**config.mk**
```make
export PLATFORM = sky130hd
export DESIGN_NAME = tbase_tick_gen
export DESIGN_NICKNAME = d
export VERILOG_FILES = /design/src/rtl/tbase_pkg.sv /design/src/rtl/conv_phase_gen.sv /design/src/rtl/tick_inc_select.sv /design/src/rtl/tick_phase_acc.sv /design/src/rtl/tbase_tick_gen.sv
export SDC_FILE = /design/constraint.sdc
export NUM_CORES = 1
export LEC_CHECK = 0
export CAP_MARGIN = 20
export CORE_MARGIN = 10
export CORE_UTILIZATION = 40
export CTS_BUF_LIST = sky130_fd_sc_hd__clkbuf_16
export DETAILED_ROUTE_END_ITERATION = 8
export PLACE_DENSITY = 0.59
export REMOVE_ABC_BUFFERS = 1
export SLEW_MARGIN = 5
export SYNTH_ARGS = -nofsm -noshare
export SYNTH_HDL_FRONTEND = slang
export SYNTH_SLANG_ARGS = --single-unit
```
**constraint.sdc**
```tcl
create_clock -name clk_pll -period 3 [get_ports clk_pll]
set_input_delay 0.6 -clock clk_pll [delete_from_list [all_inputs] [get_ports clk_pll]]
set_output_delay 0.6 -clock clk_pll [all_outputs]
set_load 0.05 [all_outputs]
```
**src/rtl/tbase_pkg.sv**
```systemverilog
package tbase_pkg;

  // Rounded accumulator increment so that carries occur at tick_hz when the
  // accumulator advances on two of every three cycles of a clock at f_hz.
  function automatic longint unsigned calc_inc(
    input longint unsigned tick_hz,
    input longint unsigned f_hz,
    input int              acc_w
  );
    longint unsigned num;
    longint unsigned den;
    num = (tick_hz * 64'd3) << acc_w;
    den = 64'd2 * f_hz;
    return (num + den / 64'd2) / den;
  endfunction

  typedef enum logic [1:0] {
    PH_A = 2'd0,
    PH_B = 2'd1,
    PH_IDLE = 2'd2
  } conv_phase_e;

endpackage

```
**src/rtl/conv_phase_gen.sv**
```systemverilog
module conv_phase_gen
  import tbase_pkg::*;
(
  input  logic clk,
  input  logic rst_n,
  output logic conv_en
);

  conv_phase_e phase_q;
  conv_phase_e phase_d;

  always_comb begin
    case (phase_q)
      PH_A:    phase_d = PH_B;
      PH_B:    phase_d = PH_IDLE;
      default: phase_d = PH_A;
    endcase
  end

  always_ff @(posedge clk or negedge rst_n) begin
    if (!rst_n) phase_q <= PH_A;
    else        phase_q <= phase_d;
  end

  assign conv_en = (phase_q != PH_IDLE);

  assert_phase_legal_R2: assert property (@(posedge clk) disable iff (!rst_n)
    phase_q inside {PH_A, PH_B, PH_IDLE});

  assert_gap_single_R2: assert property (@(posedge clk) disable iff (!rst_n)
    !conv_en |=> conv_en);

endmodule

```
**src/rtl/tick_inc_select.sv**
```systemverilog
module tick_inc_select
  import tbase_pkg::*;
#(
  parameter int              CODE_W      = 3,
  parameter int              ACC_W       = 32,
  parameter longint unsigned TICK_HZ     = 32768,
  parameter longint unsigned PLL_BASE_HZ = 3000000,
  parameter longint unsigned PLL_STEP_HZ = 500000
) (
  input  logic              clk,
  input  logic              rst_n,
  input  logic [CODE_W-1:0] freq_code,
  input  logic              load,
  output logic [ACC_W-1:0]  inc
);

  localparam int NCODES = 1 << CODE_W;

  logic [ACC_W-1:0]  inc_tab [NCODES];
  logic [CODE_W-1:0] code_q;
  logic [CODE_W-1:0] code_d;

  for (genvar gi = 0; gi < NCODES; gi++) begin : g_inc
    localparam longint unsigned FREQ = PLL_BASE_HZ + longint'(gi) * PLL_STEP_HZ;
    localparam longint unsigned VAL  = calc_inc(TICK_HZ, FREQ, ACC_W);
    assign inc_tab[gi] = ACC_W'(VAL);
  end

  always_comb begin
    code_d = code_q;
    if (load) code_d = freq_code;
  end

  always_ff @(posedge clk or negedge rst_n) begin
    if (!rst_n) code_q <= '0;
    else        code_q <= code_d;
  end

  assign inc = inc_tab[code_q];

  assert_code_held_R6: assert property (@(posedge clk) disable iff (!rst_n)
    !load |=> $stable(inc));

endmodule

```
**src/rtl/tick_phase_acc.sv**
```systemverilog
module tick_phase_acc #(
  parameter int ACC_W = 32
) (
  input  logic             clk,
  input  logic             rst_n,
  input  logic             en,
  input  logic [ACC_W-1:0] inc,
  output logic             wrap,
  output logic             tick
);

  logic [ACC_W-1:0] acc_q;
  logic [ACC_W-1:0] acc_d;
  logic [ACC_W:0]   sum;
  logic             tick_q;
  logic             tick_d;

  always_comb begin
    sum    = {1'b0, acc_q} + {1'b0, inc};
    wrap   = en & sum[ACC_W];
    acc_d  = acc_q;
    tick_d = 1'b0;
    if (en) begin
      acc_d  = sum[ACC_W-1:0];
      tick_d = sum[ACC_W];
    end
  end

  always_ff @(posedge clk or negedge rst_n) begin
    if (!rst_n) begin
      acc_q  <= '0;
      tick_q <= 1'b0;
    end else begin
      acc_q  <= acc_d;
      tick_q <= tick_d;
    end
  end

  assign tick = tick_q;

  assert_tick_on_en_R3: assert property (@(posedge clk) disable iff (!rst_n)
    tick |-> $past(en));

  assert_acc_idle_R3: assert property (@(posedge clk) disable iff (!rst_n)
    !en |=> $stable(acc_q));

  assert_tick_single_R5: assert property (@(posedge clk) disable iff (!rst_n)
    tick |=> !tick);

endmodule

```
**src/rtl/tbase_tick_gen.sv**
```systemverilog
module tbase_tick_gen #(
  parameter int              CODE_W      = 3,
  parameter int              ACC_W       = 32,
  parameter longint unsigned TICK_HZ     = 32768,
  parameter longint unsigned PLL_BASE_HZ = 3000000,
  parameter longint unsigned PLL_STEP_HZ = 500000
) (
  input  logic              clk_pll,
  input  logic              rst_n,
  input  logic [CODE_W-1:0] freq_code,
  output logic              conv_en,
  output logic              tick
);

  logic             en_w;
  logic             wrap_w;
  logic [ACC_W-1:0] inc_w;

  conv_phase_gen u_phase (
    .clk     (clk_pll),
    .rst_n   (rst_n),
    .conv_en (en_w)
  );

  tick_inc_select #(
    .CODE_W      (CODE_W),
    .ACC_W       (ACC_W),
    .TICK_HZ     (TICK_HZ),
    .PLL_BASE_HZ (PLL_BASE_HZ),
    .PLL_STEP_HZ (PLL_STEP_HZ)
  ) u_inc (
    .clk       (clk_pll),
    .rst_n     (rst_n),
    .freq_code (freq_code),
    .load      (wrap_w),
    .inc       (inc_w)
  );

  tick_phase_acc #(
    .ACC_W (ACC_W)
  ) u_acc (
    .clk   (clk_pll),
    .rst_n (rst_n),
    .en    (en_w),
    .inc   (inc_w),
    .wrap  (wrap_w),
    .tick  (tick)
  );

  assign conv_en = en_w;

  assert_tick_after_en_R3: assert property (@(posedge clk_pll) disable iff (!rst_n)
    tick |-> !conv_en || $past(conv_en));

endmodule

```
After elaboration in Yosys (flattened, before gate mapping)
Memories as Yosys holds them, arrays and structs flattened.
Index checks and enable logic that the tools add are counted.
Cells by class
  div/mod/pow operators: 0
  add/sub/neg operators: 1
  shifts and indexed selects: 0
  bitwise operators: 2
  eq/ne operators: 2
  magnitude comparators: 1
  reductions and logical operators: 1
  multiply operators: 0
  muxes and demuxes: 4
Operator list (count)
  $mux 32: 2
  $add 32x32->33: 1
  $ge 4x4->1 const B: 1
  $not 3->4: 1
  $pmux 2 s2: 1
  $eq 2x1->1 const B: 1
  $logic_not 2->1: 1
  $ne 2x2->1 const B: 1
  $and 1x1->1: 1
  $mux 1: 1
Word-level totals
  RAM bits: 0
  bits in latches: 0
  register bits after elaboration: 38
  memory bits (read-only): 256
  memories: 1
  input port bits: 5
Memories
  (name not given): words 8, bits a word 32, rd ports 1, clocked after Yosys merged registers in 0, write ports 0, RTL line tick_inc_select.sv:39  | assign inc = inc_tab[code_q];

Longest topological paths before layout
  word-level depth: 6
  gate-level depth with buffers: 13

By module
Synthesis repeated with hierarchy kept, for this count alone.
Second synthesis, totals
  cell total of the unflattened synthesis: 396
  area, all modules: 3563.4 um2
Modules (own cells, without submodules)
  tick_phase_acc: cells each 321, times used 1, area an instance 2959.1 um2
  tick_inc_select: cells each 70, times used 1, area an instance 535.5 um2
  conv_phase_gen: cells each 5, times used 1, area an instance 68.8 um2

Worst setup path before layout
Ideal clock, no wire load.
  kind: register -> register
  start: register u_inc.code_q[0]
  end: register u_inc.code_q[1]
  setup slack: -0.134 ns
  arrival time: 3.009 ns
  path buffers: 0
  data required time: 2.875 ns
  cell stages (with the launch flop): 14
  cell sequence: dfrtp_1 -> inv_1 -> ha_1 -> nor2_1 -> a21oi_1 -> inv_1 -> fa_1 -> nor2b_4 -> o31a_4 -> a211oi_4 -> a21boi_2 -> o21ai_2 -> a211oi_4 -> mux2_4
Between the ends
  cells in the longest elaborated chain, start to end: 6
Ends and longest elaborated chain
  start, declared: RTL line tick_inc_select.sv:20  | logic [CODE_W-1:0] code_q;
  start signal, assigned: RTL line tick_inc_select.sv:36  | else code_q <= code_d;
  $not 3->4 (implied by the code): RTL line tick_inc_select.sv:39
  $mem_v2 8x32
  $mux 32 (implied by the code) (2 in a row): RTL line tick_inc_select.sv:39
  $add 32x32->33: RTL line tick_phase_acc.sv:19  | sum = {1'b0, acc_q} + {1'b0, inc};
  $and 1x1->1: RTL line tick_phase_acc.sv:20  | wrap = en & sum[ACC_W];
Every way passes these cells. The select of a mux whose other input is x is not followed.
A chain may end at the register's enable or synchronous reset.

Worst setup path in the final report
  start: register u_inc.code_q[0]
  end: register u_acc.acc_q[19]
Between the ends
  cells in the longest elaborated chain, start to end: 5
Ends and longest elaborated chain
  $not 3->4 (implied by the code): RTL line tick_inc_select.sv:39
  $mem_v2 8x32
  $mux 32 (implied by the code) (2 in a row): RTL line tick_inc_select.sv:39
  $add 32x32->33: RTL line tick_phase_acc.sv:19
  end signal, assigned: RTL line tick_phase_acc.sv:31  | acc_q <= '0;
  end signal, assigned: RTL line tick_phase_acc.sv:34  | acc_q <= acc_d;
  end, declared: RTL line tick_phase_acc.sv:12  | logic [ACC_W-1:0] acc_q;
Every way passes these cells. The select of a mux whose other input is x is not followed.

==> impl_summary.md <==
Status
The run finished with clean final reports.

Layout
The final cell count without fillers is 545. At the end of the flow, the number of nets in the layout was 479. Cells with a size suffix above 1 make up 28.9% of the layout. The growth of design area from synthesis to finish is 25.5%. After routing the design area is 4240 um^2. Cells fill 51.6% of the core in the end. The number of inserted diodes is 0.

Clock network
After clock tree synthesis, the clock-pin slew on the worst setup and hold paths is 70 ps. The clock reaches the later pin of the worst-skew pair after 280 ps. The CTS H-tree depth is 2. The number of buffers added to fix hold violations after cts is 0. The cell at the root of the clock tree is sky130_fd_sc_hd__clkbuf_16.

Counting along the longest clock path gives a buffer depth of 2. TritonCTS built the clock tree. The CTS buffer count is 5. The clock drives 38 sinks.

Critical path
The largest stage delay on the critical path is 390 ps. The critical path is of the reg -> reg type. In this run the worst setup path terminates at u_acc.acc_q[19]$_DFFE_PN0P_.

The signal on the critical path passes through buf_4, ha_2, nor2b_4, a21oi_1, ha_1, nand3b_1, nor3_2, a32oi_2, a31oi_1, a31oi_2, nor4_1, a311oi_1. The destination of the worst register-to-register timing path is u_acc.acc_q[19]$_DFFE_PN0P_. The critical path's slowest cell is sky130_fd_sc_hd__a31oi_1. The launch point of the critical path is u_inc.code_q[0]$_DFFE_PN0P_.

The data arrival at the endpoint of the critical path is 3100 ps. Counting buffers and inverters, the worst setup path is 12 cells deep. The startpoint identified for the worst register-to-register timing path is u_inc.code_q[0]$_DFFE_PN0P_. Together, buffers and inverters on the worst path number 1. STA classifies the critical path endpoint as a flop. The kind of cell with the highest combined delay on the critical path is simple AND/OR/NAND/NOR gates. The number of cells on the worst reg-to-reg path is 12. For flop-to-flop paths, the worst setup slack is 60 ps. The top fanout value on the critical path is 7.

The required time at the worst-slack endpoint is 3150 ps. The startpoint class of the critical path is a flop.

Synth
The sequential fraction of the synthesis area is 28.1%. Yosys instantiated no cell more often than sky130_fd_sc_hd__a21oi_1. The area fraction in and, or, nand and nor cells after synthesis is 15.5%. sky130_fd_sc_hd__dfrtp_1 takes more of the synthesized area than any other cell. The synthesized design contains 38 register bits. After Yosys synthesis, full adders, half adders and majority gates account for 13.2% of the synthesized area. The share of flip-flops with an asynchronous set or reset after synthesis is 100%. The most common flop cell mapped by yosys is sky130_fd_sc_hd__dfrtp_1. The cell area after technology mapping is 3380 um^2. The fraction of synthesized area in multiplexers is 3.52%. In the synthesized netlist, the number of instances is 390.

Of the post-synthesis cell area, the dominant cell type holds 28.1%. By count the netlist is led by sky130_fd_sc_hd__a21oi_1, sky130_fd_sc_hd__nor2_1, sky130_fd_sc_hd__dfrtp_1, sky130_fd_sc_hd__ha_1, sky130_fd_sc_hd__nand2_1. The mean area per synthesized cell is 8.66 um^2.

By area the synthesized netlist is led by sky130_fd_sc_hd__dfrtp_1, sky130_fd_sc_hd__ha_1, sky130_fd_sc_hd__a21oi_1. The synthesized design contains 0 enable-type register cells. The xor-xnor portion of the synthesized cell area is 5.70%. After synthesis, the largest family of logic cells by area is compound AO/OA/AOI/OAI gates. The synthesized netlist devotes 26.3% of its cell area to compound gates. The synthesized netlist contains 67 unique library cells. The total of warnings raised by yosys is 0.

GRT
The overall routing resource usage is 12.9%. The first global-routing pass estimated 13,800 um of wire. The initial antenna violation count is 0.

Summed over all layers, the global routing overflow is 0. The via count of the first global-routing pass is 2,851. Entering global routing, the biggest net connects 40 pins.

Floorplanning
The area of the core is 8220 um^2. The cell row count is 33. The I/O pin count is 7. The chip height is 112 um. The initial core utilization is 41.1%. From left edge to right edge, the die measures 112 um. The die covers 12,500 um^2.

Drt
The iteration-0 DRC count of the detailed router is 127. The via count of the routed design is 2,954. For this run, the detailed router's first-pass iteration total came to 5. The post-detailed-route DRC marker count is 0. Once detail routing completed, the nets flagged for antenna violations numbered 0. The ratio of routed vias to standard cells is 5.42. Wires add up to 8530 um.

In the final routed layout, each cell accounts on average for 15.6 um.

Pwr
IR analysis of the VDD net gives a maximum drop of 184 uV. In this run, the combinational gates consume 1.2% of the power. The total net switching power is 0.245 mW. The power density over cell area is 292 nW/um^2. Of the total power, the share spent switching nets is 19.8%. The internal portion of the total power is 0.995 mW.

Of the total power, the clock network draws 57.5%. The reported leakage power is 1.90 nW. Summing internal, switching and leakage power gives 1.24 mW. Registers are responsible for 41.3% of the overall power.

Place
At the end of routability-driven placement, the weighted congestion stood at 0.858. The placed cell count is 528. OpenSTA, run right after detailed placement, puts the worst setup slack at -75.4 ps. The area of placed instances is 3740 um^2. Buffers placed on the I/O ports in this run total 6. The final HPWL from detailed placement is 6060 um.

Timing
Setup violations remaining at the end of the flow were counted as 0. Timing would allow up to 0.340 GHz. The final-report hold violation count was 0. In the final timing run, aggregate negative setup slack is 0 ps. The transition time at the pin with the least slew margin is 893 ps. Once routing completed, OpenROAD measured the worst setup slack at 57.0 ps. The remaining max-slew budget at the tightest pin is 40.5%. Across all hold checks on the routed design, the worst slack comes to 443 ps. The ratio of final minimum period to clock period is 98.1%.

The final period demand of the worst path is 2940 ps. The number of max-slew violations in the final report was 0. Setup repair after global routing could not meet its margin everywhere. The post-route clock skew is 4.85 ps.

Hold path
The worst min-delay path class is in -> async.

Flow run
Across the run, the number of max-cap violations was 0.
area by class of cell:
class | count | area, um^2
fillers | 735 | 3980
well taps | 105 | 131
flip-flops and latches | 38 | 951
inverters | 20 | 75.1
multi-input cells | 311 | 2400
clock inverters | 3 | 68.8
clock buffers | 5 | 125
repair buffers | 63 | 488
sequential cells by signal, indices dropped and copies added, names as in the netlist:
name / cells
u_acc.tick: 1
u_acc.acc_q: 32
u_phase.phase_q: 2
u_inc.code_q: 3
layer usage:
| layer | share of wire (%) | track usage (%) |
|---|---|---|
| met3 | 2.0 | 2.09 |
| met5 | 0 | 0 |
| met1 | 47 | 16.3 |
| met4 | 0.62 | 3.17 |
| met2 | 51 | 22.3 |
cell usage in the layout, fill, tap and decap left out, drive strengths merged, types with 10 or more instances in the layout:
cell type / netlist / final
xnor2: 10 / 10
nor2: 42 / 42
a21o: 11 / 11
nand2: 34 / 34
buf: 10 / 59
o21ai: 23 / 23
a21oi: 51 / 51
ha: 34 / 34
dfrtp: 38 / 38
inv: 20 / 20
xor2: 12 / 12
repair_timing:
item	in CTS	in global routing
pin swaps	4	23
buffers inserted	2	7
setup endpoints to repair	7	23
resized for setup	6	43
worst min path at each step:
stage	to	slack (ps)	startpoint	cells after the start
after floorplan	u_acc.acc_q[0]$_DFFE_PN0P_	300	rst_n	0
after global placement	u_phase.phase_q[0]$_DFF_PN0_	430	u_phase.phase_q[1]$_DFF_PN0_	1
after detailed placement	u_phase.phase_q[1]$_DFF_PN0_	440	u_phase.phase_q[1]$_DFF_PN0_	1
after CTS	u_phase.phase_q[1]$_DFF_PN0_	450	u_phase.phase_q[1]$_DFF_PN0_	1
after global routing	u_phase.phase_q[1]$_DFF_PN0_	470	u_phase.phase_q[1]$_DFF_PN0_	1
final	u_phase.phase_q[1]$_DFF_PN0_	440	rst_n	1
cell families (layout without fill, tap and decap cells):
kind of cell	Yosys count	after routing
adder cells (fa/ha/maj)	35	35
multiplexers	10	10
XOR/XNOR	22	22
AND/OR/NAND/NOR	112	112
AO/OA/AOI/OAI	132	132
buffers and inverters	41	91
flip-flops	38	38
power by group through the flow:
stage / registers, mW / clock network (mW) / logic (mW)
after detailed placement: 0.522 / 0 / 0.0162
after global routing: 0.512 / 0.745 / 0.0175
after CTS: 0.512 / 0.724 / 0.0163
final: 0.512 / 0.712 / 0.0150
after floorplan: 0.522 / 0 / 0.0000954
after global placement: 0.522 / 0 / 0.0162
worst reg2reg max path: cells and delay by family, from the launching register on:
family / cells / cell delay [ps]
compound gates: 5 / 850
fa+ha+maj: 2 / 580
buf+inv: 1 / 160
flops: 1 / 350
simple gates: 4 / 870
Power figures use the tool's default switching activity.
